**src/rtl/ilv_mac_pkg.sv**
```systemverilog
package ilv_mac_pkg;

  // Channel occupying a time slot; slot parity after reset picks it.
  typedef enum logic {
    CH_X = 1'b0,
    CH_Y = 1'b1
  } chan_e;

endpackage

```
**src/rtl/ilv_slot_seq.sv**
```systemverilog
// Slot sequencer: tracks slot parity, carries it down the pipeline,
// checks the incoming channel tag and produces the output valid.
module ilv_slot_seq
  import ilv_mac_pkg::*;
(
  input  logic  clk,
  input  logic  rst_n,
  input  logic  in_tag,
  output chan_e out_ch,
  output chan_e fb_ch,
  output logic  out_valid,
  output logic  out_tag_err
);

  chan_e phase_q, phase_d;
  chan_e in_ch_q, out_ch_q, fb_ch_q;
  logic  live_q, valid_q;
  logic  bad_q, bad_d, err_q;

  always_comb begin
    phase_d = chan_e'(~phase_q);
    bad_d   = (in_tag != 1'(phase_q));
  end

  always_ff @(posedge clk or negedge rst_n) begin
    if (!rst_n) begin
      phase_q  <= CH_X;
      in_ch_q  <= CH_X;
      out_ch_q <= CH_X;
      fb_ch_q  <= CH_X;
      live_q   <= 1'b0;
      valid_q  <= 1'b0;
      bad_q    <= 1'b0;
      err_q    <= 1'b0;
    end else begin
      phase_q  <= phase_d;
      in_ch_q  <= phase_q;
      out_ch_q <= in_ch_q;
      fb_ch_q  <= out_ch_q;
      live_q   <= 1'b1;
      valid_q  <= live_q;
      bad_q    <= bad_d;
      err_q    <= bad_q;
    end
  end

  assign out_ch      = out_ch_q;
  assign fb_ch       = fb_ch_q;
  assign out_valid   = valid_q;
  assign out_tag_err = err_q;

  // once results flow they keep flowing
  a_r10_valid_holds: assert property (@(posedge clk) disable iff (!rst_n)
    out_valid |=> out_valid);

  // channel alternates on every valid output
  a_r7_chan_toggles: assert property (@(posedge clk) disable iff (!rst_n)
    out_valid |=> (out_ch_q != $past(out_ch_q)));

  // flag reflects the tag presented two edges earlier against its slot
  a_r8_err_tracks_tag: assert property (@(posedge clk) disable iff (!rst_n)
    out_valid |-> (out_tag_err == ($past(in_tag, 2) != 1'(out_ch_q))));

  // no flag without a result
  a_r8_err_needs_valid: assert property (@(posedge clk) disable iff (!rst_n)
    out_tag_err |-> out_valid);

endmodule

```
**src/rtl/ilv_split_mul.sv**
```systemverilog
// Two-stage fractional multiplier: stage one forms partial products on
// the low and high halves of the operand, stage two recombines, floors
// by FRAC_W and keeps DATA_W bits.
module ilv_split_mul #(
  parameter int DATA_W = 24,
  parameter int FRAC_W = 12
) (
  input  logic                     clk,
  input  logic                     rst_n,
  input  logic signed [DATA_W-1:0] coef,
  input  logic signed [DATA_W-1:0] opnd,
  output logic signed [DATA_W-1:0] prod
);

  localparam int LO_W   = DATA_W / 2;
  localparam int HI_W   = DATA_W - LO_W;
  localparam int PLO_W  = DATA_W + LO_W + 1;
  localparam int PHI_W  = DATA_W + HI_W;
  localparam int FULL_W = 2 * DATA_W;

  logic signed [LO_W:0]       lo_ext;
  logic signed [HI_W-1:0]     hi_part;
  logic signed [PLO_W-1:0]    pp_lo_d, pp_lo_q;
  logic signed [PHI_W-1:0]    pp_hi_d, pp_hi_q;
  logic signed [FULL_W-1:0]   full_d;
  logic signed [DATA_W-1:0]   prod_d, prod_q;
  logic                       unused_full_bits;

  // stage one: partial products
  always_comb begin
    lo_ext  = $signed({1'b0, opnd[LO_W-1:0]});
    hi_part = opnd[DATA_W-1:LO_W];
    pp_lo_d = coef * lo_ext;
    pp_hi_d = coef * hi_part;
  end

  // stage two: recombine, floor by FRAC_W, wrap to DATA_W
  always_comb begin
    full_d = (FULL_W'(pp_hi_q) <<< LO_W) + FULL_W'(pp_lo_q);
    prod_d = full_d[FRAC_W +: DATA_W];
  end

  assign unused_full_bits = ^{full_d[FRAC_W-1:0], full_d[FULL_W-1:FRAC_W+DATA_W]};

  always_ff @(posedge clk or negedge rst_n) begin
    if (!rst_n) begin
      pp_lo_q <= '0;
      pp_hi_q <= '0;
      prod_q  <= '0;
    end else begin
      pp_lo_q <= pp_lo_d;
      pp_hi_q <= pp_hi_d;
      prod_q  <= prod_d;
    end
  end

  assign prod = prod_q;

  // a zero operand yields a zero product two stages later
  a_r6_zero_operand: assert property (@(posedge clk) disable iff (!rst_n)
    ($past(opnd, 2) == '0) |-> (prod == '0));

endmodule

```
**src/rtl/ilv_acc_stage.sv**
```systemverilog
// Input register, wrapping adder, result register and the feedback
// register that closes the four-delay loop.
module ilv_acc_stage #(
  parameter int DATA_W = 24
) (
  input  logic                     clk,
  input  logic                     rst_n,
  input  logic signed [DATA_W-1:0] in_data,
  input  logic signed [DATA_W-1:0] prod,
  output logic signed [DATA_W-1:0] acc,
  output logic signed [DATA_W-1:0] fb
);

  logic signed [DATA_W-1:0] in_q;
  logic signed [DATA_W-1:0] acc_q, acc_d;
  logic signed [DATA_W-1:0] fb_q;

  always_comb begin
    acc_d = in_q + prod;
  end

  always_ff @(posedge clk or negedge rst_n) begin
    if (!rst_n) begin
      in_q  <= '0;
      acc_q <= '0;
      fb_q  <= '0;
    end else begin
      in_q  <= in_data;
      acc_q <= acc_d;
      fb_q  <= acc_q;
    end
  end

  assign acc = acc_q;
  assign fb  = fb_q;

endmodule

```
**src/rtl/ilv_mac_filter.sv**
```systemverilog
// Top: one pipelined multiply-add shared by two interleaved lag-two
// recursions. Loop: acc -> fb -> partial products -> product -> acc.
module ilv_mac_filter
  import ilv_mac_pkg::*;
#(
  parameter int DATA_W = 24,
  parameter int FRAC_W = 12
) (
  input  logic              clk,
  input  logic              rst_n,
  input  logic [DATA_W-1:0] coef_a,
  input  logic [DATA_W-1:0] coef_b,
  input  logic [DATA_W-1:0] in_data,
  input  logic              in_tag,
  output logic [DATA_W-1:0] out_data,
  output logic              out_chan,
  output logic              out_valid,
  output logic              out_tag_err
);

  chan_e                    out_ch, fb_ch;
  logic signed [DATA_W-1:0] coef_sel;
  logic signed [DATA_W-1:0] fb_val, prod_val, acc_val;

  ilv_slot_seq u_seq (
    .clk         (clk),
    .rst_n       (rst_n),
    .in_tag      (in_tag),
    .out_ch      (out_ch),
    .fb_ch       (fb_ch),
    .out_valid   (out_valid),
    .out_tag_err (out_tag_err)
  );

  // the product formed from fb belongs to the slot four ahead, same parity
  always_comb begin
    coef_sel = (fb_ch == CH_Y) ? $signed(coef_b) : $signed(coef_a);
  end

  ilv_split_mul #(.DATA_W(DATA_W), .FRAC_W(FRAC_W)) u_mul (
    .clk   (clk),
    .rst_n (rst_n),
    .coef  (coef_sel),
    .opnd  (fb_val),
    .prod  (prod_val)
  );

  ilv_acc_stage #(.DATA_W(DATA_W)) u_acc (
    .clk     (clk),
    .rst_n   (rst_n),
    .in_data ($signed(in_data)),
    .prod    (prod_val),
    .acc     (acc_val),
    .fb      (fb_val)
  );

  assign out_data = acc_val;
  assign out_chan = 1'(out_ch);

  // cycles since reset, saturating; supports the start-up check
  logic [2:0] since_rst_q;
  always_ff @(posedge clk or negedge rst_n) begin
    if (!rst_n) since_rst_q <= '0;
    else if (since_rst_q != 3'd7) since_rst_q <= since_rst_q + 3'd1;
  end

  // first four results equal the inputs two edges back
  a_r5_startup_passthrough: assert property (@(posedge clk) disable iff (!rst_n)
    (since_rst_q >= 3'd2 && since_rst_q <= 3'd5) |-> (out_data == $past(in_data, 2)));

  // nothing valid in the first two cycles
  a_r10_no_early_valid: assert property (@(posedge clk) disable iff (!rst_n)
    (since_rst_q < 3'd2) |-> !out_valid);

endmodule

```
**config.mk**
```make
export PLATFORM = sky130hd
export DESIGN_NAME = ilv_mac_filter
export DESIGN_NICKNAME = d
export VERILOG_FILES = /design/src/rtl/ilv_mac_pkg.sv /design/src/rtl/ilv_slot_seq.sv /design/src/rtl/ilv_split_mul.sv /design/src/rtl/ilv_acc_stage.sv /design/src/rtl/ilv_mac_filter.sv
export SDC_FILE = /design/constraint.sdc
export NUM_CORES = 1
export LEC_CHECK = 0
export BUFFER_PORTS_ARGS = -buffer_cell sky130_fd_sc_hd__buf_2
export CORE_MARGIN = 2
export CORE_UTILIZATION = 59
export CTS_CLUSTER_SIZE = 30
export DETAILED_ROUTE_END_ITERATION = 8
export GPL_TIMING_DRIVEN = 0
export PLACE_DENSITY_LB_ADDON = 0.3
export SKIP_CTS_REPAIR_TIMING = 1
export SLEW_MARGIN = 20
export SYNTH_ARGS = -nofsm -noshare
export SYNTH_HDL_FRONTEND = slang
export SYNTH_SLANG_ARGS = --single-unit
```
**constraint.sdc**
```tcl
create_clock -name clk -period 6.4 [get_ports clk]
set_input_delay 0.32 -clock clk [delete_from_list [all_inputs] [get_ports clk]]
set_output_delay 0.32 -clock clk [all_outputs]
set_load 0.01 [all_outputs]
```
Word level (Yosys, flattened, before mapping). Cells that the tools add are included.

Register bits after elaboration: 164. Output and inout bits: 27. Logic and storage cells: 21.

Add/subtract/negate cells: 2. Multiply operators: 2. Eq/ne operators: 1. Mux-type cells: 1. Bitwise operators: 1.

Operators with widths (count): 36-bit adder (1); 24-bit by 13-bit multiplier with 36-bit output (1); 24-bit adder (1); 24-bit by 12-bit multiplier with 24-bit output (1); 24-bit 2-to-1 mux (1); 1-bit != test (1); 1-bit NOT (1).

Logic depth before layout (Yosys ltp). Gate-level depths: netlist of run 1.

Depth after elaboration: 2. Gate-level depth with buffers: 26.

Modules after synthesis. A second synthesis of run 1 with hierarchy kept.

Cells, all modules: 2396. Area, all modules: 22703.0 um^2.

By module, submodules not included: ilv_split_mul (times used 1, cells an instance 2117, area an instance 19033.3 um^2, seq. area each 1801.7 um^2); ilv_acc_stage (times used 1, cells an instance 241, area an instance 3056.7 um^2, seq. area each 1801.7 um^2); ilv_mac_filter (times used 1, cells an instance 27, area an instance 396.6 um^2, seq. area each 0.0 um^2); ilv_slot_seq (times used 1, cells an instance 11, area an instance 216.5 um^2, seq. area each 200.2 um^2).

Worst setup path before layout of run 1. OpenSTA, ideal clock, no wires.

Kind: reg2reg. Start: register u_seq.fb_ch_q, in the netlist u_seq.fb_ch. End: register u_mul.pp_lo_q[35]. Setup time: 125 ps. Arrival: 6280 ps. Required time: 6275 ps. Setup slack: -5 ps. Cell stages (with the launch flop): 26. Buffers on the path: 4. Period minus slack after synthesis: 6405 ps. Cells stage by stage: dfrtp_1 -> buf_6 -> buf_2 -> buf_1 -> mux2_2 -> clkbuf_1 -> and2_1 -> fa_1 -> inv_1 -> fa_1 -> inv_1 -> fa_1 -> inv_1 -> fa_1 -> inv_1 -> fa_1 -> ha_1 -> and4_1 -> and3_1 -> and4_4 -> o311ai_4 -> a2111oi_2 -> o22ai_2 -> o2111ai_2 -> a21oi_2 -> xnor2_1.

Word-level cells in the longest chain between the ends: 2.

RTL lines: from (decl) (line ilv_slot_seq.sv:16) `chan_e in_ch_q, out_ch_q, fb_ch_q;`; from (signal assigned) (line ilv_slot_seq.sv:39) `fb_ch_q <= out_ch_q;`; 24-bit 2-to-1 mux (line ilv_mac_filter.sv:37) `coef_sel = (fb_ch == CH_Y) ? $signed(coef_b) : $signed(coef_a);`; 24-bit by 13-bit multiplier with 36-bit output (line ilv_split_mul.sv:33) `pp_lo_d = coef * lo_ext;`; via u_mul.pp_lo_d[35] (line ilv_split_mul.sv:23) `logic signed [PLO_W-1:0] pp_lo_d, pp_lo_q;`; to (signal assigned) (line ilv_split_mul.sv:51) `pp_lo_q <= pp_lo_d;`; to (decl) (line ilv_split_mul.sv:23).

The timed path passes the listed nets, and every way through them passes these cells.

Worst setup path in the final report of run 1.
Start: register u_seq.fb_ch_q, in the netlist u_seq.fb_ch. End: register u_mul.pp_lo_q[33].

The elaborated chain is that of the path after synthesis.

==> summary.md, run 1 <==
| Metric | Value |
|---|---|
| Number of buffers created by CTS | 17 |
| Hold Crit Class | in2reg |
| WP data required | 6720 ps |
| Global-route wire length before repair | 93.5 mm |
| Clock period minus worst slack | approximately 6600 ps |
| Routed Antenna Nets | 0 |
| CP Capture Type | flip-flop |
| Worst slew margin | 0.323 |
| #FFs+latches synth | 152 |
| Syn Nets | 3,031 |
| WL/cell | 19.8 µm |
| Arrival @ worst endpoint | 6910 ps |
| Final routed DRC violation total | 0 |
| F_max | roughly 0.15 GHz |
| Core Rows | 71 |
| Clock-pin slew on the worst setup and hold paths | 70 ps |
| Clock Sinks | between 150 and 200 |
| R2R Path End | u_mul.pp_lo_q[33]$_DFF_PN0_ |
| Total global-route track usage | 0.319 |
| Synth area leaders | fa_1, dfrtp_1, ha_1, inv_1, nand2_1 |
| GP Congestion | around 0.92 |
| Post-layout util | 0.676 |
| Top cell types by occurrence after synthesis | inv_1, fa_1, nand2_1, and2_1, ha_1 |
| Sequential share of the synthesized area | 0.170 |
| Setup TNS | -1050 ps |
| Top_reg_cell synth | dfrtp_1 |
| Outcome | finished, violations left |
| Clk Latency, worst-skew pair | 450 ps |
| TritonRoute pass-1 iters | 7 |
| Cell with the most instances after synthesis | inv_1 |
| Post-detail-place hpwl | 48.2 mm |
| Violated checks | negative setup slack |
| Total Wirelength | between 60 and 70 mm |
| Initial antenna violation count | 5 |
| Critical path's most frequent cell | fa_1 |
| Yosys warnings | 0 |
| DR iter-0 viols | 1,141 |
| Asr flop ratio synth | 1.00 |
| Die H | 199 µm |
| Setup ws final | -182 ps |
| Via-to-Cell Ratio | about 5.4 |
| WHS Path Cells | 2 |
| Die Footprint | 39,600 µm² |
| CTS tree | built |
| RSZ-0062 raised after global routing | yes |
| Reg-to-reg startpoint | u_seq.fb_ch$_DFF_PN0_ |
| CP Max Fanout | 6 |
| H-tree Lvls | 4 |
| Num ports | around 100 |
| Setup Viol. Count Final | 11 |
| Mapped Area | 22,400 µm² |
| Layout area overhead | 13.3% |
| EDFF count, synth | 0 |
| Crit-path slowest cell | fa_1 |
| Total number of vias | 16.6k |
| Vias in the first global route | about 18k |
| Synth top area share | 0.371 |
| Area leader, netlist | fa_1 |
| Area of the core | 37,600 µm² |
| Largest net degree at the start of global routing | between 90 and 100 |
| Gr ovfl total | 0 |
| Clk buf depth | 2 |
| Crit path from | u_seq.fb_ch$_DFF_PN0_ |
| Die X | 199 µm |
| # fillers | 2,864 |
| Yosys cell types | 69 |
| Min-delay src | in_tag |
| Final #Nets | around 3.2k |
| Max-cap viol count | 0 |
| Final period util | 1.03 |
| Final Slew Violations | 0 |
| Crit-path max cell delay | about 530 ps |
| Setup CP Type | reg2reg |
| Hold Crit Endpoint | u_seq.bad_q$_DFF_PN0_ |
| Mean area per synthesized cell | 9.50 µm² |
| Cells after Synth | around 2.4k |
| Worst-Margin Slew | about 1000 ps |
| Clock root buffer | clkbuf_16 |
| Final Skew | 11.6 ps |
| FF-to-FF setup slack | -180 ps |
| Number of port buffers | 101 |
| Final Hold Viols | 0 |
| Critical path startpoint category | flip-flop |
| Starting Density | 0.597 |
| Ratio of cells with drive above 1 in the final layout | 0.119 |
| Worst R2R Path Depth | 27 |
## metrics by stage
step / hold slack (ps) / instance area, µm² / std cells / worst slack (ps)
global placement: 331 / 23600 / 2972 / -1450
finish: 45.6 / 25400 / 3064 / -182
floorplan: 24.4 / 22400 / 2360 / 143
CTS: -214 / 24200 / 3005 / -1540
detailed placement: 265 / 23600 / 2973 / -1510
global route: 33.4 / 25400 / 3063 / -459
## layer usage
layer  routed length (µm)  global-route usage  part of all wire
met1                23600               0.403              0.39
met2                29600               0.535              0.49
met3                 4020              0.0476             0.066
met4                 3450               0.172             0.057
met5                   24                   0           0.00040
## cell usage in the layout (no fill, tap or decap), types with 8 or more instances in the layout
cell type      netlist  layout
nand2_1            344     341
and2_1             185     178
xnor2_1             77      74
a21oi_1             51      38
buf_2                1     104
nor3_1              15      14
nor2b_1             11      11
and2_4               1       8
o21ai_0             21      18
nor2_1              40      39
fa_1               416     413
a21oi_4              0       8
mux2_2              23      14
ha_1               180     174
dlygate4sd3_1        0      25
nand3_1             17      17
clkbuf_1            83      51
clkbuf_2             0      12
dfrtp_1            152     152
buf_4                0      28
o21a_1               9       9
nand2b_1             9       9
a21o_1              32      32
clkbuf_16            0      19
a21oi_2              4       9
nand4_1              8       8
mux2_4               1      10
clkbuf_4             0       9
inv_1              555     546
inv_2                0       9
o21bai_1             8       8
buf_12               0       8
xor2_1              33      33
## cells by family (layout without fill, tap and decap cells)
kind of cell    after synthesis  in the layout  share of synthesized area
mux                          25             25                     0.0127
fa+ha+maj                   596            596                      0.472
simple gates                660            660                      0.141
other cells                   1              2                   0.000167
compound gates              174            174                     0.0542
buf+inv                     642            834                      0.108
xor+xnor                    110            110                     0.0430
flops                       152            152                      0.170
## final cells by class
cell class / instances / area, µm² / area share
Multi-Input combinational cell: 1566 / 16600 / 0.654
Sequential cell: 152 / 3800 / 0.150
Inverter: 555 / 2080 / 0.0820
Timing Repair Buffer: 161 / 1130 / 0.0445
Tap cell: 511 / 639 / 0.0252
Buffer: 86 / 512 / 0.0202
Clock buffer: 20 / 447 / 0.0176
Clock inverter: 12 / 164 / 0.00645
Antenna cell: 1 / 2.50 / 0.0000985
## how the worst max path moves through the flow
stage | endpoint | slack (ps) | depth (start not counted)
2_1_floorplan | u_mul.pp_lo_q[35]$_DFF_PN0_ | 140 | 25
3_3_place_gp | u_mul.pp_lo_q[35]$_DFF_PN0_ | -1450 | 25
3_5_place_dp | u_mul.pp_lo_q[35]$_DFF_PN0_ | -1510 | 25
4_1_cts | u_mul.pp_lo_q[35]$_DFF_PN0_ | -1540 | 25
5_1_grt | u_mul.pp_lo_q[33]$_DFF_PN0_ | -460 | 25
6_report | u_mul.pp_lo_q[33]$_DFF_PN0_ | -180 | 27
## sequential cells by signal, summed over array words and instances, names as in the netlist
name and count:
u_acc.acc 24, u_seq.fb_ch 1, u_seq.in_ch_q 1, u_seq.out_valid 1, u_seq.bad_q 1, u_seq.out_ch 1, u_seq.phase_q 1, u_seq.live_q 1
u_mul.pp_lo_q 24, u_mul.prod 24, u_seq.out_tag_err 1, u_acc.fb 24, u_acc.in_q 24, u_mul.pp_hi_q 24
## worst max-delay path: cells and delay by family (launching register included)
family          cells  cell delay [ps]
simple gates        3              570
buf+inv            11             1240
fa+ha+maj           6             2820
mux                 1              340
compound gates      5              910
flops               1              390
xor+xnor            1              140
Power of run 1 is left out: the tool's default activity adds up to more than one toggle a clock period on the data nets, which glitch-free logic cannot reach.
==> run 2: changes to the inputs <==
CORE_UTILIZATION = 29   (was 59)
==> run 2 against run 1 <==
Net effect: the run still ends with negative setup slack left; clock skew grew 1.2 ps; die area grew 100%; via count shrank 3.9%; hold slack lost 19 ps; core utilization shrank 33 points; highest routed layer unchanged; setup slack gained 96 ps; non-clock buffer count grew 20; register-to-register slack gained 96 ps; clock-buffer cell count shrank 3.
==> summary.md, run 2 (synthesis results as in run 1) <==
| Metric | Value |
|---|---|
| Outcome | finished, violations left |
| Violated checks | negative setup slack |
| Starting Density | 0.294 (-0.302) |
| Total Wirelength | 63.8 mm (+5.1%) |
| Vias in the first global route | 16.4k (-6.6%) |
| Via-to-Cell Ratio | 4.44 (-18%) |
| # fillers | 7,817 (+170%) |
| Number of buffers created by CTS | 17 (unchanged) |
| Largest net degree at the start of global routing | 98 (-1.0%) |
| Placed cell areas | 24,300 µm² (+2.8%) |
| Final Skew | 12.8 ps (+1.16 ps) |
| Total number of vias | 16.0k (-3.9%) |
| Clock-pin slew on the worst setup and hold paths | 70 ps (about the same) |
| CP Capture Type | flip-flop |
| Layout area overhead | 18.1% |
| Core Rows | 101 (+42%) |
| Clock Sinks | 152 (unchanged) |
| CTS tree | built |
| Die Footprint | 79,600 µm² (+100%) |
| GP Congestion | 0.864 (-6.1%) |
| Routed Antenna Nets | 0 (unchanged) |
| Clock period minus worst slack | 6490 ps (-96.3 ps) |
| Design area | 26,500 µm² (+4.3%) |
| Hold Crit Class | in2reg |
| DR iter-0 viols | 864 (-24%) |
| Max-cap viol count | 0 (unchanged) |
| Setup TNS | -127 ps (+922 ps) |
| Final Hold Viols | 0 (unchanged) |
| Register Area | 3800 µm² (about the same) |
| Die H | 282 µm (+42%) |
| Global-route wire length before repair | 97.1 mm (+3.8%) |
| Worst-Margin Slew | 1130 ps (+123 ps) |
| Num ports | 102 (unchanged) |
| RSZ-0062 raised after global routing | yes |
| Clock root buffer | clkbuf_16 |
| Clk Latency, worst-skew pair | 480 ps (+30 ps) |
| H-tree Lvls | 4 (unchanged) |
| Final routed DRC violation total | 0 (unchanged) |
| Most frequent cells in the layout | inv_1, fa_1, nand2_1 |
| WL/cell | 17.7 µm (-11%) |
| Setup Viol. Count Final | 2 (-9) |
| Clk buf depth | 2 (unchanged) |
| Worst slew margin | 0.240 (-0.0826) |
| Post-detail-place hpwl | 52.0 mm (+7.9%) |
| Multi-input gate area | 16,700 µm² (+0.70%) |
| Setup CP Type | reg2reg |
| TritonRoute pass-1 iters | 5 (-2) |
| Arrival @ worst endpoint | 6880 ps (-30 ps) |
| Most common cell after layout, fill and taps aside | inv_1 |
| F_max | 0.154 GHz (+1.5%) |
| Setup ws final | -85.9 ps (+96.3 ps) |
| Critical path startpoint category | flip-flop |
| Final period util | 1.01 (-0.0150) |
| WP data required | 6800 ps (+80 ps) |
| Total global-route track usage | 0.166 (-0.154) |
| Ratio of cells with drive above 1 in the final layout | 0.135 (+0.0158) |
| Number of port buffers | 101 (unchanged) |
| Final #Nets | 3,230 (+0.62%) |
| Die X | 282 µm (+42%) |
| CP Max Fanout | 6 (unchanged) |
| Final Slew Violations | 0 (unchanged) |
| Gr ovfl total | 0 (unchanged) |
| Area of the core | 76,200 µm² (+100%) |
| Initial antenna violation count | 5 (unchanged) |
-- run 2: area by class of cell --
class / count / share of cell area
Multi-Input combinational cell: 1566 / 0.632
Antenna cell: 2 / 0.000189
Inverter: 555 / 0.0787
Buffer: 85 / 0.0233
Sequential cell: 152 / 0.144
Tap cell: 1030 / 0.0487
Timing Repair Buffer: 182 / 0.0509
Clock buffer: 17 / 0.0161
Clock inverter: 15 / 0.00690
-- run 2: worst paths after layout --
path | from | endpoint | slack [ps] | cells past startpoint
min | in_tag | u_seq.bad_q$_DFF_PN0_ | 30 | 2
min in group asynchronous | rst_n | u_acc.in_q[20]$_DFF_PN0_ | 350 | 2
max | u_seq.fb_ch$_DFF_PN0_ | u_mul.pp_lo_q[33]$_DFF_PN0_ | -90 | 25
max in group asynchronous | rst_n | u_acc.fb[5]$_DFF_PN0_ | 5150 | 3
max reg2reg | u_seq.fb_ch$_DFF_PN0_ | u_mul.pp_lo_q[33]$_DFF_PN0_ | -90 | 25
min reg2reg | u_seq.in_ch_q$_DFF_PN0_ | u_seq.out_ch$_DFF_PN0_ | 340 | 0
-- run 2: routing by layer --
layer,part of all wire,GRT usage
met2,0.47,0.264
met5,0.00034,0
met3,0.054,0.0300
met4,0.038,0.0660
met1,0.44,0.223
-- run 2: critical path, cell delays in order, from the launching register on --
cell and delay, ps:
dfrtp_1 400, buf_12 170, buf_16 160, clkbuf_16 160, mux2_4 370, buf_8 160, and2_1 160, fa_1 500
inv_1 50, fa_1 470, inv_1 50, fa_1 490, fa_1 440, fa_1 530, ha_4 310, and4_4 220
and3_4 180, and4_4 220, o311ai_4 80, buf_6 160, a2111oi_4 320, buf_6 180, o22ai_4 110, o21bai_1 220
a21oi_1 100, xnor2_1 180
-- run 2: per-stage QoR --
stage                     worst slack, ps  hold slack (ps)  cells  utilization
final                               -85.9             26.2   3604        0.348
after global routing                 -286             22.2   3602        0.348
after CTS                           -1790             -231   3524        0.326
after detailed placement            -1760              298   3492        0.318
after global placement              -1680              332   3491        0.318
after floorplan                       143             24.4   2360            -
Power of run 2 is left out for the same reason.
==> run 3: changes to the inputs <==
CTS_CLUSTER_DIAMETER = 120   (was not set)
clock period = 7.2 ns   (was 6.4 ns; I/O delays follow)
==> run 3 against run 2 <==
Net effect: the flow now finishes without violations; maximum frequency decreased by 6.3%; global-route usage is 0.15 points higher; cell count fell by 1.4%; first-iteration DRC count is 1.9% lower; wire length fell by 2.0%; core utilization decreased by 1.6 points; critical path type unchanged; critical path depth unchanged; clock-buffer cell count did not move.
==> summary.md, run 3 (synthesis results as in run 1) <==
| Metric | Value |
|---|---|
| Die H | 282 µm (unchanged) |
| Delay-heaviest family, CP | adder cells |
| FF-to-FF setup slack | 280 ps (+360 ps) |
| Number of buffers created by CTS | 17 (unchanged) |
| Ratio of cells with drive above 1 in the final layout | 0.0862 (-0.0487) |
| Vias in the first global route | 16.3k (-0.66%) |
| WHS | 20.0 ps (-6.19 ps) |
| Clk buf depth | 2 (unchanged) |
| Gr ovfl total | 0 (unchanged) |
| Most Crowded Layer GR | met2 |
| Starting Density | 0.294 (unchanged) |
| Die X | 282 µm (unchanged) |
| GR met1 Demand/Resource | 0.229 (+0.00561) |
| # fillers | 7,962 (+1.9%) |
| F_max | 0.144 GHz (-6.3%) |
| WL/cell | 17.6 µm (-0.56%) |
| R2R Path End | u_mul.pp_lo_q[35]$_DFF_PN0_ |
| Worst R2R Path Depth | 25 (unchanged) |
| Clock period minus worst slack | 6920 ps (+439 ps) |
| Final #Nets | 3,176 (-1.7%) |
| RSZ-0062 raised after global routing | yes |
| Setup CP Type | reg2reg |
| Clock Sinks | 152 (unchanged) |
| Number of port buffers | 101 (unchanged) |
| Global-route wire length before repair | 98.0 mm (+0.94%) |
| Hold Crit Endpoint | u_acc.in_q[23]$_DFF_PN0_ |
| Met3 Resource Use GR | 0.0211 (-0.00884) |
| Die Footprint | 79,600 µm² (unchanged) |
| Post-detail-place hpwl | 52.3 mm (+0.57%) |
| Crit-path max cell delay | 570 ps (+40 ps) |
| Clock root buffer | clkbuf_16 |
| Hold Crit Class | in2reg |
| CP Capture Type | flip-flop |
| Min-delay src | in_data[23] |
| Placed cell areas | 24,300 µm² (about the same) |
| DR iter-0 viols | 848 (-1.9%) |
| Outcome | complete, no violations |
| Clk Latency, worst-skew pair | 480 ps (about the same) |
| Worst-Margin Slew | 1000 ps (-125 ps) |
| CTS tree | built |
| WP depth | 25 (unchanged) |
| CP Max Fanout | 10 (+4) |
| Crit-path slowest cell | fa_1 |
| Final routed DRC violation total | 0 (unchanged) |
| Crit path from | u_seq.fb_ch$_DFF_PN0_ |
| H-tree Lvls | 4 (unchanged) |
| Num ports | 102 (unchanged) |
| Met2 usage | 0.272 (+0.00762) |
| WHS Path Cells | 1 (-1) |
| Via-to-Cell Ratio | 4.41 (-0.58%) |
| Register Area | 3800 µm² (about the same) |
| Critical path startpoint category | flip-flop |
| GP Congestion | 0.842 (-2.6%) |
| Max-cap viol count | 0 (unchanged) |
| Final period util | 0.962 (-0.0517) |
| Largest net degree at the start of global routing | 98 (unchanged) |
| Reg-to-reg startpoint | u_seq.fb_ch$_DFF_PN0_ |
| Total global-route track usage | 0.167 (+0.00152) |
| Fin cells | 3,552 (-1.4%) |
| WP data required | 7560 ps (+760 ps) |
| Initial antenna violation count | 8 (+3) |
| Critical path's most frequent cell | fa_1 |
| Dpl cells | 3,492 (unchanged) |
| Final Slew Violations | 0 (unchanged) |
| TritonRoute pass-1 iters | 7 (+2) |
| CP Buf/Inv Count | 8 (unchanged) |
| Area of the core | 76,200 µm² (unchanged) |
| Total Wirelength | 62.6 mm (-2.0%) |
| Layout area overhead | 12.7% |
| Design area | 25,300 µm² (-4.6%) |
| Total number of vias | 15.7k (-2.0%) |
| Routed Antenna Nets | 0 (unchanged) |
| Final Skew | 17.0 ps (+4.21 ps) |
| Clock-pin slew on the worst setup and hold paths | 70 ps (about the same) |
| Most common cell after layout, fill and taps aside | inv_1 |
| Multi-input gate area | 16,300 µm² (-2.6%) |
| Setup Viol. Count Final | 0 (-2) |
| Final Hold Viols | 0 (unchanged) |
| Most frequent cells in the layout | inv_1, fa_1, nand2_1 |
| Arrival @ worst endpoint | 7290 ps (+410 ps) |
| Core Rows | 101 (unchanged) |
| Worst slew margin | 0.330 (+0.0897) |
| Setup TNS | 0 ps (+127 ps) |
## run 3: changes by cell type in the layout (fill, tap and decap cells not counted), moves of 6 or more
cell	before	now
a21oi_1	40	48
a21oi_4	6	0
and2_1	178	185
and2_4	8	1
buf_12	13	1
buf_4	49	1
buf_6	13	2
clkbuf_1	38	62
ha_1	164	180
ha_4	13	0
inv_1	547	555
inv_2	8	0
mux2_2	4	21
mux2_4	20	3
## run 3: stage by stage
| step | utilization | setup slack, ps |
|---|---|---|
| final | 0.332 | 276 |
| after detailed placement | 0.318 | -1230 |
| after global routing | 0.331 | -69.5 |
| after global placement | 0.318 | -1180 |
| after floorplan | - | 795 |
| after CTS | 0.326 | -1250 |
## run 3: final cells by class
| type | count | share of cell area |
|---|---|---|
| Antenna cell | 4 | 0.000396 |
| Timing Repair Buffer | 127 | 0.0317 |
| Inverter | 555 | 0.0825 |
| Buffer | 86 | 0.0153 |
| Tap cell | 1030 | 0.0510 |
| Multi-Input combinational cell | 1566 | 0.645 |
| Clock inverter | 15 | 0.00708 |
| Sequential cell | 152 | 0.151 |
| Clock buffer | 17 | 0.0168 |
## run 3: routing by layer
layer  vias up  wire (µm)
li1       7315          -
met1      7898      27900
met2       390      29200
met3        77       3290
met4         0       2160
met5         -          0
## run 3: how the worst max path moves through the flow
stage                                        to
floorplan           u_mul.pp_lo_q[35]$_DFF_PN0_
detailed placement  u_mul.pp_lo_q[35]$_DFF_PN0_
CTS                 u_mul.pp_lo_q[35]$_DFF_PN0_
finish              u_mul.pp_lo_q[35]$_DFF_PN0_
global route        u_mul.pp_lo_q[35]$_DFF_PN0_
global placement    u_mul.pp_lo_q[35]$_DFF_PN0_
## run 3: worst register-to-register path: stages (launching register included)
cell       delay [ps]
dfrtp_1           370
buf_8             210
buf_6             240
buf_6             200
mux2_2            460
buf_2             270
and2_1            220
fa_1              500
inv_1              50
fa_1              470
inv_1              50
fa_1              520
fa_1              570
fa_1              410
ha_1              340
and4_1            230
and3_1            170
and4_4            250
o311ai_4           90
buf_12            160
a2111oi_4         270
buf_4             200
o22ai_4           110
o2111ai_2         270
a21oi_2            90
xnor2_1           120
Power of run 3 is left out for the same reason.
